===== src/rtl/bsh_pkg.sv =====
package bsh_pkg;

    // Default data width; must be a power of two, at least 2.
    parameter int unsigned DW_DEFAULT = 16;

    // How the bits vacated by one stage are supplied.
    typedef enum logic [1:0] {
        FILL_ZERO = 2'd0,
        FILL_SIGN = 2'd1,
        FILL_WRAP = 2'd2
    } fill_kind_e;

    // Control shared by every stage of the cascade.
    typedef struct packed {
        logic       go_left;
        fill_kind_e kind;
        logic       fill_bit;
    } stage_ctl_t;

    // Shift distance of the stage driven by amount bit k.
    function automatic int unsigned stage_dist(input int unsigned k);
        return 32'd1 << k;
    endfunction

    // Resolve the fill kind from the raw controls.
    // Wrapping wins over the fill bit, and sign fill applies to right shifts only.
    function automatic fill_kind_e pick_kind(input logic left, input logic sign, input logic wrap);
        if (wrap)
            return FILL_WRAP;
        else if (sign && !left)
            return FILL_SIGN;
        else
            return FILL_ZERO;
    endfunction

endpackage


===== src/rtl/bsh_ctl.sv =====
module bsh_ctl
    import bsh_pkg::*;
#(
    parameter int unsigned W = DW_DEFAULT
) (
    input  logic         msb,
    input  logic         dir_left,
    input  logic         fill_sign,
    input  logic         wrap_en,
    output stage_ctl_t   ctl
);

    fill_kind_e kind;

    always_comb begin
        kind         = pick_kind(dir_left, fill_sign, wrap_en);
        ctl.go_left  = dir_left;
        ctl.kind     = kind;
        // The fill bit is taken once from the original word, so every stage
        // copies the true sign no matter how many stages are active.
        ctl.fill_bit = (kind == FILL_SIGN) ? msb : 1'b0;
    end

endmodule


===== src/rtl/bsh_stage.sv =====
module bsh_stage
    import bsh_pkg::*;
#(
    parameter int unsigned W    = DW_DEFAULT,
    parameter int unsigned DIST = 1
) (
    input  logic [W-1:0] w_in,
    input  logic         en,
    input  stage_ctl_t   ctl,
    output logic [W-1:0] w_out
);

    logic [DIST-1:0] lo_in;
    logic [DIST-1:0] hi_in;
    logic [W-1:0]    moved_l;
    logic [W-1:0]    moved_r;

    always_comb begin
        // Bits that enter at the bottom during a left move.
        lo_in = (ctl.kind == FILL_WRAP) ? w_in[W-1:W-DIST] : '0;
        // Bits that enter at the top during a right move.
        hi_in = (ctl.kind == FILL_WRAP) ? w_in[DIST-1:0] : {DIST{ctl.fill_bit}};

        moved_l = {w_in[W-1-DIST:0], lo_in};
        moved_r = {hi_in, w_in[W-1:DIST]};

        if (!en)
            w_out = w_in;
        else if (ctl.go_left)
            w_out = moved_l;
        else
            w_out = moved_r;
    end

endmodule


===== src/rtl/bsh_top.sv =====
module bsh_top
    import bsh_pkg::*;
#(
    parameter  int unsigned W  = DW_DEFAULT,
    localparam int unsigned AW = $clog2(W)
) (
    input  logic [W-1:0]  din,
    input  logic [AW-1:0] amt,
    input  logic          dir_left,
    input  logic          fill_sign,
    input  logic          wrap_en,
    output logic [W-1:0]  dout
);

    stage_ctl_t   ctl;
    logic [W-1:0] lvl [AW+1];

    bsh_ctl #(.W(W)) u_ctl (
        .msb       (din[W-1]),
        .dir_left  (dir_left),
        .fill_sign (fill_sign),
        .wrap_en   (wrap_en),
        .ctl       (ctl)
    );

    assign lvl[AW] = din;

    // Largest distance first: lvl[k+1] feeds the stage for 2^k.
    for (genvar k = AW - 1; k >= 0; k--) begin : g_stage
        bsh_stage #(
            .W    (W),
            .DIST (stage_dist(k))
        ) u_stage (
            .w_in  (lvl[k+1]),
            .en    (amt[k]),
            .ctl   (ctl),
            .w_out (lvl[k])
        );
    end

    assign dout = lvl[0];

endmodule


===== config.mk =====
export PLATFORM = sky130hd
export DESIGN_NAME = bsh_top
export DESIGN_NICKNAME = d
export VERILOG_FILES = /design/src/rtl/bsh_pkg.sv /design/src/rtl/bsh_ctl.sv /design/src/rtl/bsh_stage.sv /design/src/rtl/bsh_top.sv
export SDC_FILE = /design/constraint.sdc
export NUM_CORES = 1
export LEC_CHECK = 0
export CAP_MARGIN = 20
export CELL_PAD_IN_SITES_DETAIL_PLACEMENT = 0
export CELL_PAD_IN_SITES_GLOBAL_PLACEMENT = 1
export CORE_ASPECT_RATIO = 1.5
export CORE_UTILIZATION = 43
export DETAILED_ROUTE_END_ITERATION = 16
export DONT_BUFFER_PORTS = 1
export MAX_ROUTING_LAYER = met4
export PLACE_DENSITY_LB_ADDON = 0.08
export SYNTH_ARGS = -nofsm -noshare
export SYNTH_HDL_FRONTEND = slang
export SYNTH_SLANG_ARGS = --single-unit

===== constraint.sdc =====
create_clock -name vclk -period 1.6
set_input_delay 0.16 -clock vclk [all_inputs]
set_output_delay 0.16 -clock vclk [all_outputs]
set_load 0.03 [all_outputs]

After elaboration in Yosys (flattened, before gate mapping)

Cells that the tools add are included.

Register bits after elaboration: 0
Bits of input ports: 23
Output and inout port bits: 16

Equal/unequal tests: 2
Multiplexer cells: 19
Reduce and logical (&&, ||, !) cells: 2

Operator list:

| kind                                                                  | number |
|---|---|
| 16-bit 2-to-1 mux                                                     | 8 |
| 8-bit 2-to-1 mux                                                      | 2 |
| 4-bit 2-to-1 mux                                                      | 2 |
| 2-bit 2-to-1 mux                                                      | 3 |
| 1-bit 2-to-1 mux                                                      | 4 |
| 2-bit by 1-bit equality test with 1-bit output, second input constant | 1 |
| 2-bit equality test, second input constant                            | 1 |
| 1-bit logical AND                                                     | 1 |
| 1-bit logical NOT                                                     | 1 |

Depth between registers and ports, before layout

Word-level depth: 18
Mapped depth: 10
Gate-level depth less buffers: 6

By module

From an unflattened synthesis, not the netlist that was laid out.

Cell total of the unflattened synthesis: 225
Area total of the unflattened synthesis: 1476.4 µm²

Modules (own cells, without submodules):

| module                         | times used | cells each | area an instance (µm²) |
|---|---|---|---|
| bsh_stage (g_stage[2].u_stage) | 1          | 64         | 410.4 |
| bsh_stage (g_stage[0].u_stage) | 1          | 57         | 389.1 |
| bsh_stage (g_stage[1].u_stage) | 1          | 60         | 370.4 |
| bsh_stage (g_stage[3].u_stage) | 1          | 40         | 271.5 |
| bsh_ctl                        | 1          | 4          | 35.0 |

Least setup slack after synthesis

No wires, ideal clock.

Path type: input port to output port
From: input amt[3]
To: output dout[9]
Data arrival time: 2118 ps
Required time: 1440 ps
Setup slack: -678 ps
Stages: 9
Path through: buf_4 > buf_6 > buf_4 > buf_2 > a21boi_0 > o22ai_2 > a21oi_1 > o21ai_0 > a311oi_1

Word-level cells in the longest chain between the ends: 8

RTL lines:

| element             | line            | text |
|---|---|---|
| start, declared     | bsh_top.sv:8    | `input logic [AW-1:0] amt,` |
| 16-bit 2-to-1 mux * | bsh_stage.sv:27 | `if (!en)` |
| 4-bit 2-to-1 mux    | bsh_stage.sv:22 | `hi_in = (ctl.kind == FILL_WRAP) ? w_in[DIST-1:0] : {DIST{ctl.fill_bit}};` |
| 16-bit 2-to-1 mux   | bsh_stage.sv:29 | `else if (ctl.go_left)` |
| 16-bit 2-to-1 mux * | bsh_stage.sv:27 |  |
| 16-bit 2-to-1 mux   | bsh_stage.sv:29 |  |
| 16-bit 2-to-1 mux * | bsh_stage.sv:27 |  |
| 16-bit 2-to-1 mux   | bsh_stage.sv:29 |  |
| 16-bit 2-to-1 mux * | bsh_stage.sv:27 |  |
| end, declared       | bsh_top.sv:12   | `output logic [W-1:0] dout` |

Mark *: on every way between the ends. The rest lies on a longest branch, timed or not.

Final worst setup path

From: input dir_left
To: output dout[9]

Word-level cells in the longest chain between the ends: 15
Elaborated cells on any way between the ends: 18
Classes of those cells: eq/ne: 2; mux: 14; reduce/logical: 2

RTL lines:

| element                                                                                      | line                                            | text |
|---|---|---|
| start, declared                                                                              | bsh_top.sv:9                                    | `input logic dir_left,` |
| 1-bit logical NOT                                                                            | bsh_pkg.sv:30                                   | `else if (sign && !left)` |
| 1-bit logical AND                                                                            | bsh_pkg.sv:30                                   |  |
| 1-bit 2-to-1 mux                                                                             | bsh_pkg.sv:30                                   |  |
| 2-bit 2-to-1 mux                                                                             | bsh_pkg.sv:28                                   | `if (wrap)` |
| 2-bit equality test / 2-bit by 1-bit equality test with 1-bit output (equally long branches) | bsh_stage.sv:20, bsh_stage.sv:22, bsh_ctl.sv:21 |  |
| 8-bit 2-to-1 mux / 1-bit 2-to-1 mux (equally long branches)                                  | bsh_stage.sv:20, bsh_ctl.sv:21                  |  |
| 16-bit 2-to-1 mux / 8-bit 2-to-1 mux (equally long branches)                                 | bsh_stage.sv:29, bsh_stage.sv:22                |  |
| 16-bit 2-to-1 mux (on tied branches)                                                         | bsh_stage.sv:27, bsh_stage.sv:29                |  |
| 4-bit 2-to-1 mux / 16-bit 2-to-1 mux (equally long branches)                                 | bsh_stage.sv:22, bsh_stage.sv:27                |  |
| 16-bit 2-to-1 mux                                                                            | bsh_stage.sv:29                                 |  |
| 16-bit 2-to-1 mux                                                                            | bsh_stage.sv:27                                 |  |
| 16-bit 2-to-1 mux                                                                            | bsh_stage.sv:29                                 |  |
| 16-bit 2-to-1 mux                                                                            | bsh_stage.sv:27                                 |  |
| 16-bit 2-to-1 mux                                                                            | bsh_stage.sv:29                                 |  |
| 16-bit 2-to-1 mux *                                                                          | bsh_stage.sv:27                                 |  |

Marked as above.

==> flow_summary.ini <==
[timing]
setup_violations = 16
min_period_over_period = 1.15
fin_crit_ps = 1840
timing.fmax_mhz = 544
worst_pin_slew_ps = 487
rsz0062_at_grt = yes
hold_viol = 0
fin_ws_ps = -238
max_slew_margin = 0.674
tns_ps = -2870
maxSlewViolCount = 0

[drt]
drt_first_pass_iters = 5
first_iter_violations = 297
ant_nets = 0
vias = 3228
post-route-drc-count = 0
routed_wl_mm = 10.5
wl_per_cell_um = 22.2
viasPerCell = 6.84

[finish]
antenna_cells = 0
ff_latch_area_um2 = 0
finalCoreUtilization = 0.718
clock_buffer_count = 0
layout_commonest_cell = buf_4
fillers = 431
final_nets = 431
stdcell_count = 472
layout_common_cells = buf_4, nand2_1, nor2_1
numSequentialCells = 0
layout-drive-gt1-share = 0.500
syn_to_final_growth_pct = 61.5
multi_input_area_um2 = 2550

[floorplan]
initial_core_util = 0.445
dieWidth_um = 59.6
die_h_um = 88.4
core-area_um2 = 4810
io_pins = 39
rows = 31
dieArea_um2 = 5260

[global_routing]
grt_pass1_vias = 2819
overflow = 0
grt_max_degree = 70
antenna_found_initial = 0
grt_pass1_wl_mm = 15.3
gr-usage-all-layers = 0.398

[logic_synthesis]
syn_avg_cell_area_um2 = 6.16
ys_seq_area_frac = 0
yosys.cell_types.count = 63
postSynthCellCount = 347
syn_nets = 370
yosys_warnings = 0
synth_area_um2 = 2140

[worst_setup_path]
worstPathMaxFanout = 69
critical-path-top-delay-family = compound AO/OA/AOI/OAI gates
arrival_ps = 1680
slowest_delay_ps = 360
start_kind = input pin
crit_buf_inv = 2
cp_cell_sequence = or2_4, a311o_1, o22ai_4, a21oi_1, o21ai_1, buf_4, a311oi_4, buf_6
path_class = input pin to output pin
cp_slowest_cell = a311o_1
crit_path_end_kind = output pin
cp.required_ps = 1440

[worst_hold_path]
min_path_type = input pin to output pin

[pwr]
p_per_area_nw_per_um2 = 366
ir_worst_vdd_mv = 0.172
switching_share = 0.532
switchingPower_uw = 672
p_leak_nw = 1.27
p_int_uw = 592
clockPowerShare = 0
power_frac_comb = 1.000
seqPwrFrac = 0

[cts]
hold_buffers = 0

[place]
port-buffer-count = 0
gp_congestion = 0.969
dp_cells = 454
post-dp-hpwl_mm = 7.52

[job]
maxCapViolations = 0

[run_status]
status = finished with violations
violations = negative setup slack
==> area by class of cell <==
cell class                      instances  share of cell area
Inverter                                5             0.00761
Multi-Input combinational cell        304               0.738
Tap cell                               66              0.0239
Timing Repair Buffer                   96               0.228
Timing Repair inverter                  1             0.00217
==> metal layers <==
metal | track usage | up-vias | share of wire
li1 | - | 1481 | -
met1 | 0.498 | 1493 | 0.38
met2 | 0.652 | 203 | 0.50
met3 | 0.0278 | 51 | 0.071
met4 | 0.163 | 0 | 0.053
met5 | - | - | 0
==> per-stage QoR <==
step	setup slack (ps)	area [µm²]	total power, mW	hold slack [ps]
after detailed placement	-327	2860	1.02	444
after global routing	-272	3450	1.33	448
after CTS	-207	3140	1.12	449
final	-238	3450	1.26	450
after global placement	-325	2860	1.02	443
after floorplan	-173	2420	0.775	598
==> synthesized netlist by cell type (3+ instances only) <==
cell | count | area (µm²)
o31ai_1 | 9 | 67.6
o21a_1 | 5 | 37.5
and2_1 | 9 | 56.3
o221ai_1 | 3 | 26.3
a221oi_1 | 7 | 61.3
buf_4 | 5 | 37.5
o21ai_0 | 21 | 105
a211oi_1 | 6 | 45.0
o22ai_1 | 5 | 31.3
nand3b_1 | 4 | 30.0
a311oi_1 | 6 | 52.6
a31oi_1 | 11 | 68.8
nand3_1 | 23 | 115
o211ai_1 | 16 | 120
nand2b_1 | 13 | 81.3
clkbuf_1 | 16 | 60.1
a41oi_1 | 3 | 26.3
inv_1 | 5 | 18.8
a211o_1 | 6 | 52.6
a221o_1 | 6 | 60.1
buf_2 | 13 | 65.1
nor2_1 | 27 | 101
a21oi_1 | 25 | 125
nand2_1 | 35 | 131
nand4_1 | 4 | 25.0
a32oi_1 | 3 | 26.3
nor3_1 | 8 | 40.0
nor2b_1 | 10 | 62.6
==> cells by family after synthesis <==
kind of cell | Yosys count | share of synthesized area
simple gates | 146 | 0.346
mux | 2 | 0.0152
compound gates | 156 | 0.539
buf+inv | 43 | 0.0995
==> final timing paths <==
kind	start	to	slack, ps	cells after the start
setup / recovery	dir_left	dout[9]	-240	8
hold / removal	amt[0]	dout[6]	450	1
==> power by group through the flow <==
stage          clock [mW]  combinational [mW]  sequential (mW)
2_1_floorplan           0               0.775                0
3_3_place_gp            0                1.02                0
3_5_place_dp            0                1.02                0
4_1_cts                 0                1.12                0
5_1_grt                 0                1.33                0
6_report                0                1.26                0
==> timing repair <==
item	4_1_cts	5_1_grt
setup buffers	7	9
cloned	2	0
pin swaps	31	32
endpoints found under the setup margin	16	16
resized for setup	57	50
Note: power is estimated with default switching activity, not from simulation.
